===== src/rtl/wuq_pkg.sv =====
package wuq_pkg;

    // Index of each detection path inside the path vectors.
    typedef enum int {
        PATH_HI = 0,
        PATH_LO = 1
    } path_idx_e;

    localparam int NUM_PATHS = 2;

    // Per-path control flags.
    typedef struct packed {
        logic running;  // a demag end has started this path's qualification
        logic armed;    // full quiet interval has elapsed
    } qual_flags_t;

    // Cycles needed to cover delay_ns at clk_hz, rounded up, at least one.
    function automatic int qual_cycles(input longint clk_hz, input longint delay_ns);
        longint prod;
        longint cyc;
        prod = clk_hz * delay_ns;
        cyc  = (prod + 64'd999_999_999) / 64'd1_000_000_000;
        if (cyc < 1) cyc = 1;
        return int'(cyc);
    endfunction

endpackage


===== src/rtl/wuq_sync2.sv =====
module wuq_sync2 #(
    parameter int W = 2
) (
    input  logic         clk,
    input  logic         rst,
    input  logic [W-1:0] async_in,
    output logic [W-1:0] sync_out
);
    logic [W-1:0] stage1;

    always_ff @(posedge clk) begin
        if (rst) begin
            stage1   <= '0;
            sync_out <= '0;
        end else begin
            stage1   <= async_in;
            sync_out <= stage1;
        end
    end
endmodule


===== src/rtl/wuq_qual_path.sv =====
module wuq_qual_path
    import wuq_pkg::*;
#(
    parameter int QUAL_N = 1700
) (
    input  logic clk,
    input  logic rst,
    input  logic wait_en,
    input  logic demag_end,
    input  logic kill,
    input  logic cmp,
    output logic armed,
    output logic fire
);
    localparam int CNT_W = (QUAL_N > 1) ? $clog2(QUAL_N) : 1;
    localparam logic [CNT_W-1:0] LAST = CNT_W'(QUAL_N - 1);

    qual_flags_t      flags;
    logic [CNT_W-1:0] cnt;

    always_ff @(posedge clk) begin
        if (rst || !wait_en) begin
            flags <= '0;
            cnt   <= '0;
        end else if (demag_end) begin
            flags.running <= 1'b1;
            flags.armed   <= 1'b0;
            cnt           <= '0;
        end else if (kill) begin
            flags <= '0;
            cnt   <= '0;
        end else if (flags.running && !flags.armed) begin
            if (cmp) begin
                cnt <= '0;
            end else if (cnt == LAST) begin
                flags.armed <= 1'b1;
                cnt         <= '0;
            end else begin
                cnt <= cnt + 1'b1;
            end
        end
    end

    assign armed = flags.armed;
    assign fire  = flags.armed & cmp;

    // a demag end while waiting leaves the path disarmed with a zero timer
    a_r6_demag_disarms: assert property (@(posedge clk) disable iff (rst)
        (demag_end && wait_en) |=> (!armed && cnt == '0));

    // a high flag during qualification restarts the timer
    a_r5_high_restarts: assert property (@(posedge clk) disable iff (rst)
        (wait_en && !demag_end && !kill && flags.running && !armed && cmp)
        |=> (cnt == '0 && !armed));

    // arming only follows the final count of the quiet window
    a_r3_arm_at_count: assert property (@(posedge clk) disable iff (rst)
        $rose(armed) |-> ($past(cnt) == LAST && !$past(cmp)));

    // never armed without having been started by a demag end
    a_r9_arm_needs_start: assert property (@(posedge clk) disable iff (rst)
        armed |-> flags.running);
endmodule


===== src/rtl/wuq_wake_detector.sv =====
module wuq_wake_detector
    import wuq_pkg::*;
#(
    parameter longint CLK_HZ  = 200_000_000,
    parameter longint QUAL_NS = 8500
) (
    input  logic clk,
    input  logic rst,
    input  logic wait_en,
    input  logic demag_end,
    input  logic cmp_hi_async,
    input  logic cmp_lo_async,
    output logic wake
);
    localparam int QUAL_N = qual_cycles(CLK_HZ, QUAL_NS);

    logic [NUM_PATHS-1:0] cmp_raw;
    logic [NUM_PATHS-1:0] cmp_s;
    logic [NUM_PATHS-1:0] armed_vec;
    logic [NUM_PATHS-1:0] fire_vec;
    logic                 any_fire;

    assign cmp_raw[PATH_HI] = cmp_hi_async;
    assign cmp_raw[PATH_LO] = cmp_lo_async;

    wuq_sync2 #(.W(NUM_PATHS)) u_sync (
        .clk      (clk),
        .rst      (rst),
        .async_in (cmp_raw),
        .sync_out (cmp_s)
    );

    assign any_fire = wait_en & ~demag_end & (|fire_vec);

    for (genvar p = 0; p < NUM_PATHS; p++) begin : g_path
        wuq_qual_path #(.QUAL_N(QUAL_N)) u_path (
            .clk       (clk),
            .rst       (rst),
            .wait_en   (wait_en),
            .demag_end (demag_end),
            .kill      (any_fire),
            .cmp       (cmp_s[p]),
            .armed     (armed_vec[p]),
            .fire      (fire_vec[p])
        );
    end

    always_ff @(posedge clk) begin
        if (rst) wake <= 1'b0;
        else     wake <= any_fire;
    end

    // no wake request produced outside the waiting state
    a_r1_idle_quiet: assert property (@(posedge clk) disable iff (rst)
        !wait_en |=> !wake);

    // wake never lasts two cycles
    a_r7_single_pulse: assert property (@(posedge clk) disable iff (rst)
        wake |=> !wake);

    // a wake requires an armed path on the previous edge
    a_r4_wake_needs_arm: assert property (@(posedge clk) disable iff (rst)
        wake |-> $past(|armed_vec));

    // both paths are disarmed right after a wake
    a_r7_disarm_after_wake: assert property (@(posedge clk) disable iff (rst)
        wake |-> (armed_vec == '0));
endmodule


===== config.mk =====
export PLATFORM = sky130hd
export DESIGN_NAME = wuq_wake_detector
export DESIGN_NICKNAME = d
export VERILOG_FILES = /design/src/rtl/wuq_pkg.sv /design/src/rtl/wuq_sync2.sv /design/src/rtl/wuq_qual_path.sv /design/src/rtl/wuq_wake_detector.sv
export SDC_FILE = /design/constraint.sdc
export NUM_CORES = 1
export LEC_CHECK = 0
export BUFFER_PORTS_ARGS = -buffer_cell sky130_fd_sc_hd__buf_2
export CORE_ASPECT_RATIO = 1.4
export CORE_UTILIZATION = 60
export DETAILED_ROUTE_END_ITERATION = 6
export GPL_ROUTABILITY_DRIVEN = 0
export GPL_TIMING_DRIVEN = 0
export PLACE_DENSITY = 0.83
export SLEW_MARGIN = 0
export SYNTH_ARGS = -nofsm -noshare
export SYNTH_HDL_FRONTEND = slang
export SYNTH_HIERARCHICAL = 1
export SYNTH_SLANG_ARGS = --single-unit

===== constraint.sdc =====
create_clock -name clk -period 2.9 [get_ports clk]
set_input_delay 0.29 -clock clk [delete_from_list [all_inputs] [get_ports clk]]
set_output_delay 0.29 -clock clk [all_outputs]
set_load 0.02 [all_outputs]

### Word-level counts from Yosys, hierarchy flattened

Index checks and enable logic that the tools add are counted.
Widths: inputs -> output; s select.

| word-level totals | value |
|---|---|
| flip-flop bits (word level) | 31 |
| input bits | 6 |
| output and inout port bits | 1 |
| word-level logic and storage cells | 46 |

| cells by class | value |
|---|---|
| $add $sub $neg | 2 |
| equal/unequal tests | 2 |
| muxes and demuxes | 15 |
| bitwise operators | 7 |
| reductions and logical operators | 11 |

Operator list:

| cell | number |
|---|---|
| $mux 11 | 4 |
| $add 11x1->11 const B | 2 |
| $eq 11x11->1 const B | 2 |
| $mux 1 | 9 |
| $reduce_and 3->1 | 2 |
| $and 1x1->1 | 4 |
| $mux 2 | 2 |
| $logic_not 1->1 | 3 |
| $not 1->1 | 3 |
| $reduce_or 3->1 | 1 |
| $logic_and 1x1->1 | 2 |
| $reduce_bool 2->1 | 1 |
| $reduce_or 2->1 | 1 |
| $logic_or 1x1->1 | 1 |

### Logic depth before layout (Yosys ltp)

| depth | value |
|---|---|
| word-level depth | 6 |
| depth in mapped cells | 7 |
| gate-level depth less buffers | 7 |

### By module

The synthesis kept the hierarchy.

By module, submodules not included:

| module | times used | cells an instance | area each (um2) |
|---|---|---|---|
| wuq_qual_path | 2 | 81 | 689.4 |
| wuq_sync2 | 1 | 8 | 105.1 |
| wuq_wake_detector | 1 | 4 | 46.3 |

### Worst setup path after synthesis

Ideal clock, no wire load.

| path | value |
|---|---|
| path kind | reg-to-reg |
| start point | register u_sync.sync_out[1] |
| end point | register g_path[0].u_path.cnt[7] |
| setup time | 0.074 ns |
| arrival | 1.603 ns |
| required time | 2.826 ns |
| setup slack | 1.223 ns |
| cell stages (with the launch flop) | 8 |
| path buffers | 1 |
| clock period less this slack | 1.677 ns |
| cells stage by stage | dfxtp_1 -> and2_1 -> nor2_1 -> nor3b_1 -> nor4b_1 -> buf_2 -> nand3b_1 -> a31oi_1 |

| between the ends | value |
|---|---|
| cells in the longest elaborated chain, start to end | 4 |

Ends and longest elaborated chain:

| element | RTL line | source |
|---|---|---|
| from (decl) | wuq_sync2.sv:7 | `output logic [W-1:0] sync_out` |
| from (signal assigned) | wuq_sync2.sv:17 | `sync_out <= stage1;` |
| $and 1x1->1 | wuq_qual_path.sv:45 | `assign fire = flags.armed & cmp;` |
| net fire_vec[1] | wuq_wake_detector.sv:20 | `logic [NUM_PATHS-1:0] fire_vec;` |
| $reduce_or 2->1 | wuq_wake_detector.sv:33 | `assign any_fire = wait_en & ~demag_end & (\|fire_vec);` |
| $and 1x1->1 | wuq_wake_detector.sv:33 |  |
| net any_fire | wuq_wake_detector.sv:21 | `logic any_fire;` |
| $reduce_or 3->1 (no line) | - |  |
| to (signal assigned) | wuq_qual_path.sv:39 | `cnt <= cnt + 1'b1;` |
| to (decl) | wuq_qual_path.sv:19 | `logic [CNT_W-1:0] cnt;` |

The timed path passes the listed nets, and every way through them passes these cells.
A chain may end at the register's enable or synchronous reset.

### Worst setup path in the final report

| path | value |
|---|---|
| start point | register u_sync.sync_out[1] |
| end point | register g_path[0].u_path.cnt[6] |

Same word-level chain as after synthesis.

==> summary.md <==
| Metric | Value |
|---|---|
| Outcome | finished, final reports clean |
| Worst vdd ir | 0.000481 V |
| Crit path max fanout | 10 |
| Total chip power | 0.000823 W |
| Core area | 2390 um2 |
| Iteration-0 DRC Markers | 35 |
| CTS resizes | 0 |
| Synth cell types | 31 |
| First-pass GRT wire length | 5320 um |
| Hold slack | 174 ps |
| IO Pins | 7 |
| WP data required | 3170 ps |
| Area Growth Syn to Fin | 10.4% |
| Routed Antenna Nets | 0 |
| Vias per cell | just over 6 |
| Layout Skew | 7.93 ps |
| Tightest Hold Check Type | in2reg |
| Setup WS pre-CTS | approximately 880 ps |
| Endpoints failing setup | 0 |
| Crit Path Class | reg2reg |
| Max incr delay on CP | 590 ps |
| Critical path data arrival time | roughly 2300 ps |
| Final worst slack | 841 ps |
| Die ar. | 2760 um2 |
| Worst setup EP type | register |
| GRT overflow | 0 |
| Post-CTS setup buffers | 0 |
| Placed inst area | roughly 1600 um2 |
| Leakage | 0.556 nW |
| Post-Route WL | 3190 um |
| Fin area | 1690 um2 |
| Mapped Cells | 174 |
| Minimum clock period | 2060 ps |
| Ant. Diodes | 0 |
| Multi-input gate area | around 870 um2 |
| Clock transition at path regs | ~100 ps |
| CTS tree | built |
| Gr usage total | a little over a quarter |
| Net Count, Synth | 182 |
| Synthesized area per cell | about 9 um2 |
| H-tree depth | 2 |
| Via Count | 1385 |
| Sequential share of the synthesized area | 40.6% |
| Max Cap Viol | 0 |
| Worst-Margin Slew | about 670 ps |
| Seq cells post-synth | 31 |
| DPL Wire Length | 2320 um |
| Initial antenna violation count | 0 |
| # nets final | about 200 |
| Yosys warns | 6 |
| Inserted Clock Buffers | 5 |
| Drt pass-1 iters | 4 |
| Setup_tns | 0 ps |
| Port Buf Inserts | 6 |
| Fin. Hold Viols | 0 |
| Pwr per Cell Area | 488 nW/um2 |
| Hold bufs inserted after CTS | 0 |
| Worst skew pair latency | 340 ps |
| Synth Cell Area | 1530 um2 |
| Clk sink count | 31 |
| Period utilisation layout | 71.0% |
| RSZ-0062 raised after global routing | false |
| Pin count of the biggest net entering global routing | 12 |
| Vias in the first global route | 1297 |
| Longest Clk Path Bufs | 2 |
| F_max | 486 MHz |
| Die width | ~45 um |
| DRC viols | 0 |
| Max Slew Vio Count | 0 |
| Starting Density | 64.0% |
| WL per Instance | 14.4 um |
| CP Launch Type | register |
| Fraction of layout cells with a size suffix above 1 | between 10% and 20% |
| Filler Cell Count | 194 |
| Die Ht | 61.8 um |
| Rows | 21 |
| Root buffer cell | clkbuf_4 |
| CP max-delay cell | nor4b_1 |
| Register Area | 621 um2 |
| Worst path cell trace | and2_1, nor2_1, nor3b_1, nor4b_1, buf_2, nand3_1, a31oi_1 |
| Relative max-transition margin | a little over half |
[power breakdown]
part / leakage, nW / switching, W / internal (W)
clock: 0.0482 / 0.000149 / 0.000204
sequential: 0.251 / 0.00000296 / 0.000430
combinational: 0.257 / 0.0000234 / 0.0000150
total: 0.556 / 0.000175 / 0.000648
[through the flow]
step	cells	utilization (%)
global route	222	70.6
CTS	222	70.6
floorplan	174	-
detailed placement	214	67.0
global placement	214	67.0
finish	222	70.6
[state kept, by name, summed over array words and instances, names as in the netlist]
signal,flops
g_path.u_path/armed,2
g_path.u_path/cnt,22
g_path.u_path/flags,2
u_sync/stage1,2
u_sync/sync_out,2
wake,1
[final cells by class]
| class | instances | share of cell area [%] |
|---|---|---|
| plain buffers | 4 | 1.93 |
| clock buffers | 6 | 3.04 |
| clock inverters | 2 | 2.07 |
| inverters | 2 | 0.444 |
| multi-input cells | 137 | 51.5 |
| flip-flops and latches | 31 | 36.7 |
| well taps | 34 | 2.52 |
| repair buffers | 6 | 1.78 |
[cell families after synthesis]
family,share of synthesized area (%)
XOR/XNOR,2.29
adder cells (fa/ha/maj),1.64
multiplexers,1.31
AO/OA/AOI/OAI,18.5
buffers and inverters,2.62
flip-flops,40.6
AND/OR/NAND/NOR,33.1
[critical path, delay by kind of cell (launching register included)]
kind	cells	cell delay (ps)
compound gates	1	170
buf+inv	1	330
flops	1	350
simple gates	5	1140
[cell usage after synthesis]
library cell	n	area share, %
a22oi_1	2	0.98
o21ai_0	2	0.65
nor4b_2	1	0.98
or4b_2	2	1.3
nand3_1	8	2.6
nand4_1	4	1.6
nor4b_1	4	2.3
a31oi_1	14	5.7
o31a_1	4	2.3
nor2b_1	6	2.5
nor4bb_1	2	1.3
a311oi_2	2	2.0
xor2_1	4	2.3
o21ai_1	4	1.3
a21oi_1	4	1.3
and3_1	4	1.6
buf_2	2	0.65
nand3b_1	8	3.9
ha_1	2	1.6
nor4_1	4	1.6
nand2b_1	2	0.82
nor2_1	13	3.2
and2_1	6	2.5
dfxtp_1	31	41
buf_6	2	1.5
a41oi_1	4	2.3
mux2i_1	2	1.3
inv_1	2	0.49
o211ai_1	4	2.0
nor3b_1	3	1.5
nand2_1	22	5.4
[layout by cell type, fill, tap and decap left out]
cell type and count:
a21oi_1 4, a22oi_1 2, a311oi_2 2, a31oi_1 14
a41oi_1 4, and2_1 6, and3_1 4, buf_2 8
buf_6 2, bufinv_16 1, clkbuf_4 5, clkbuf_8 1
clkinv_2 1, dfxtp_1 31, ha_1 2, inv_1 2
mux2i_1 2, nand2_1 22, nand2b_1 2, nand3_1 8
nand3b_1 8, nand4_1 4, nor2_1 13, nor2b_1 6
nor3b_1 3, nor4_1 4, nor4b_1 4, nor4b_2 1
nor4bb_1 2, o211ai_1 4, o21ai_0 2, o21ai_1 4
o31a_1 4, or4b_2 2, xor2_1 4
[worst paths after layout]
kind	cells past startpoint	slack (ps)	to	startpoint
min	2	170	u_sync/stage1[1]	cmp_lo_async
min reg2reg	1	450	u_sync/sync_out[1]	u_sync/stage1[1]
max reg2reg	7	840	g_path[0].u_path/cnt[6]	u_sync/sync_out[1]
max	7	840	g_path[0].u_path/cnt[6]	u_sync/sync_out[1]
[per-layer routing]
layer / global-route usage (%) / up-vias / wire length [um]
li1: - / 684 / -
met1: 26.5 / 648 / 1260
met2: 49.6 / 43 / 1720
met3: 6.07 / 10 / 130
met4: 14.7 / 0 / 74
met5: 0 / - / 0
Power figures use the tool's default switching activity.
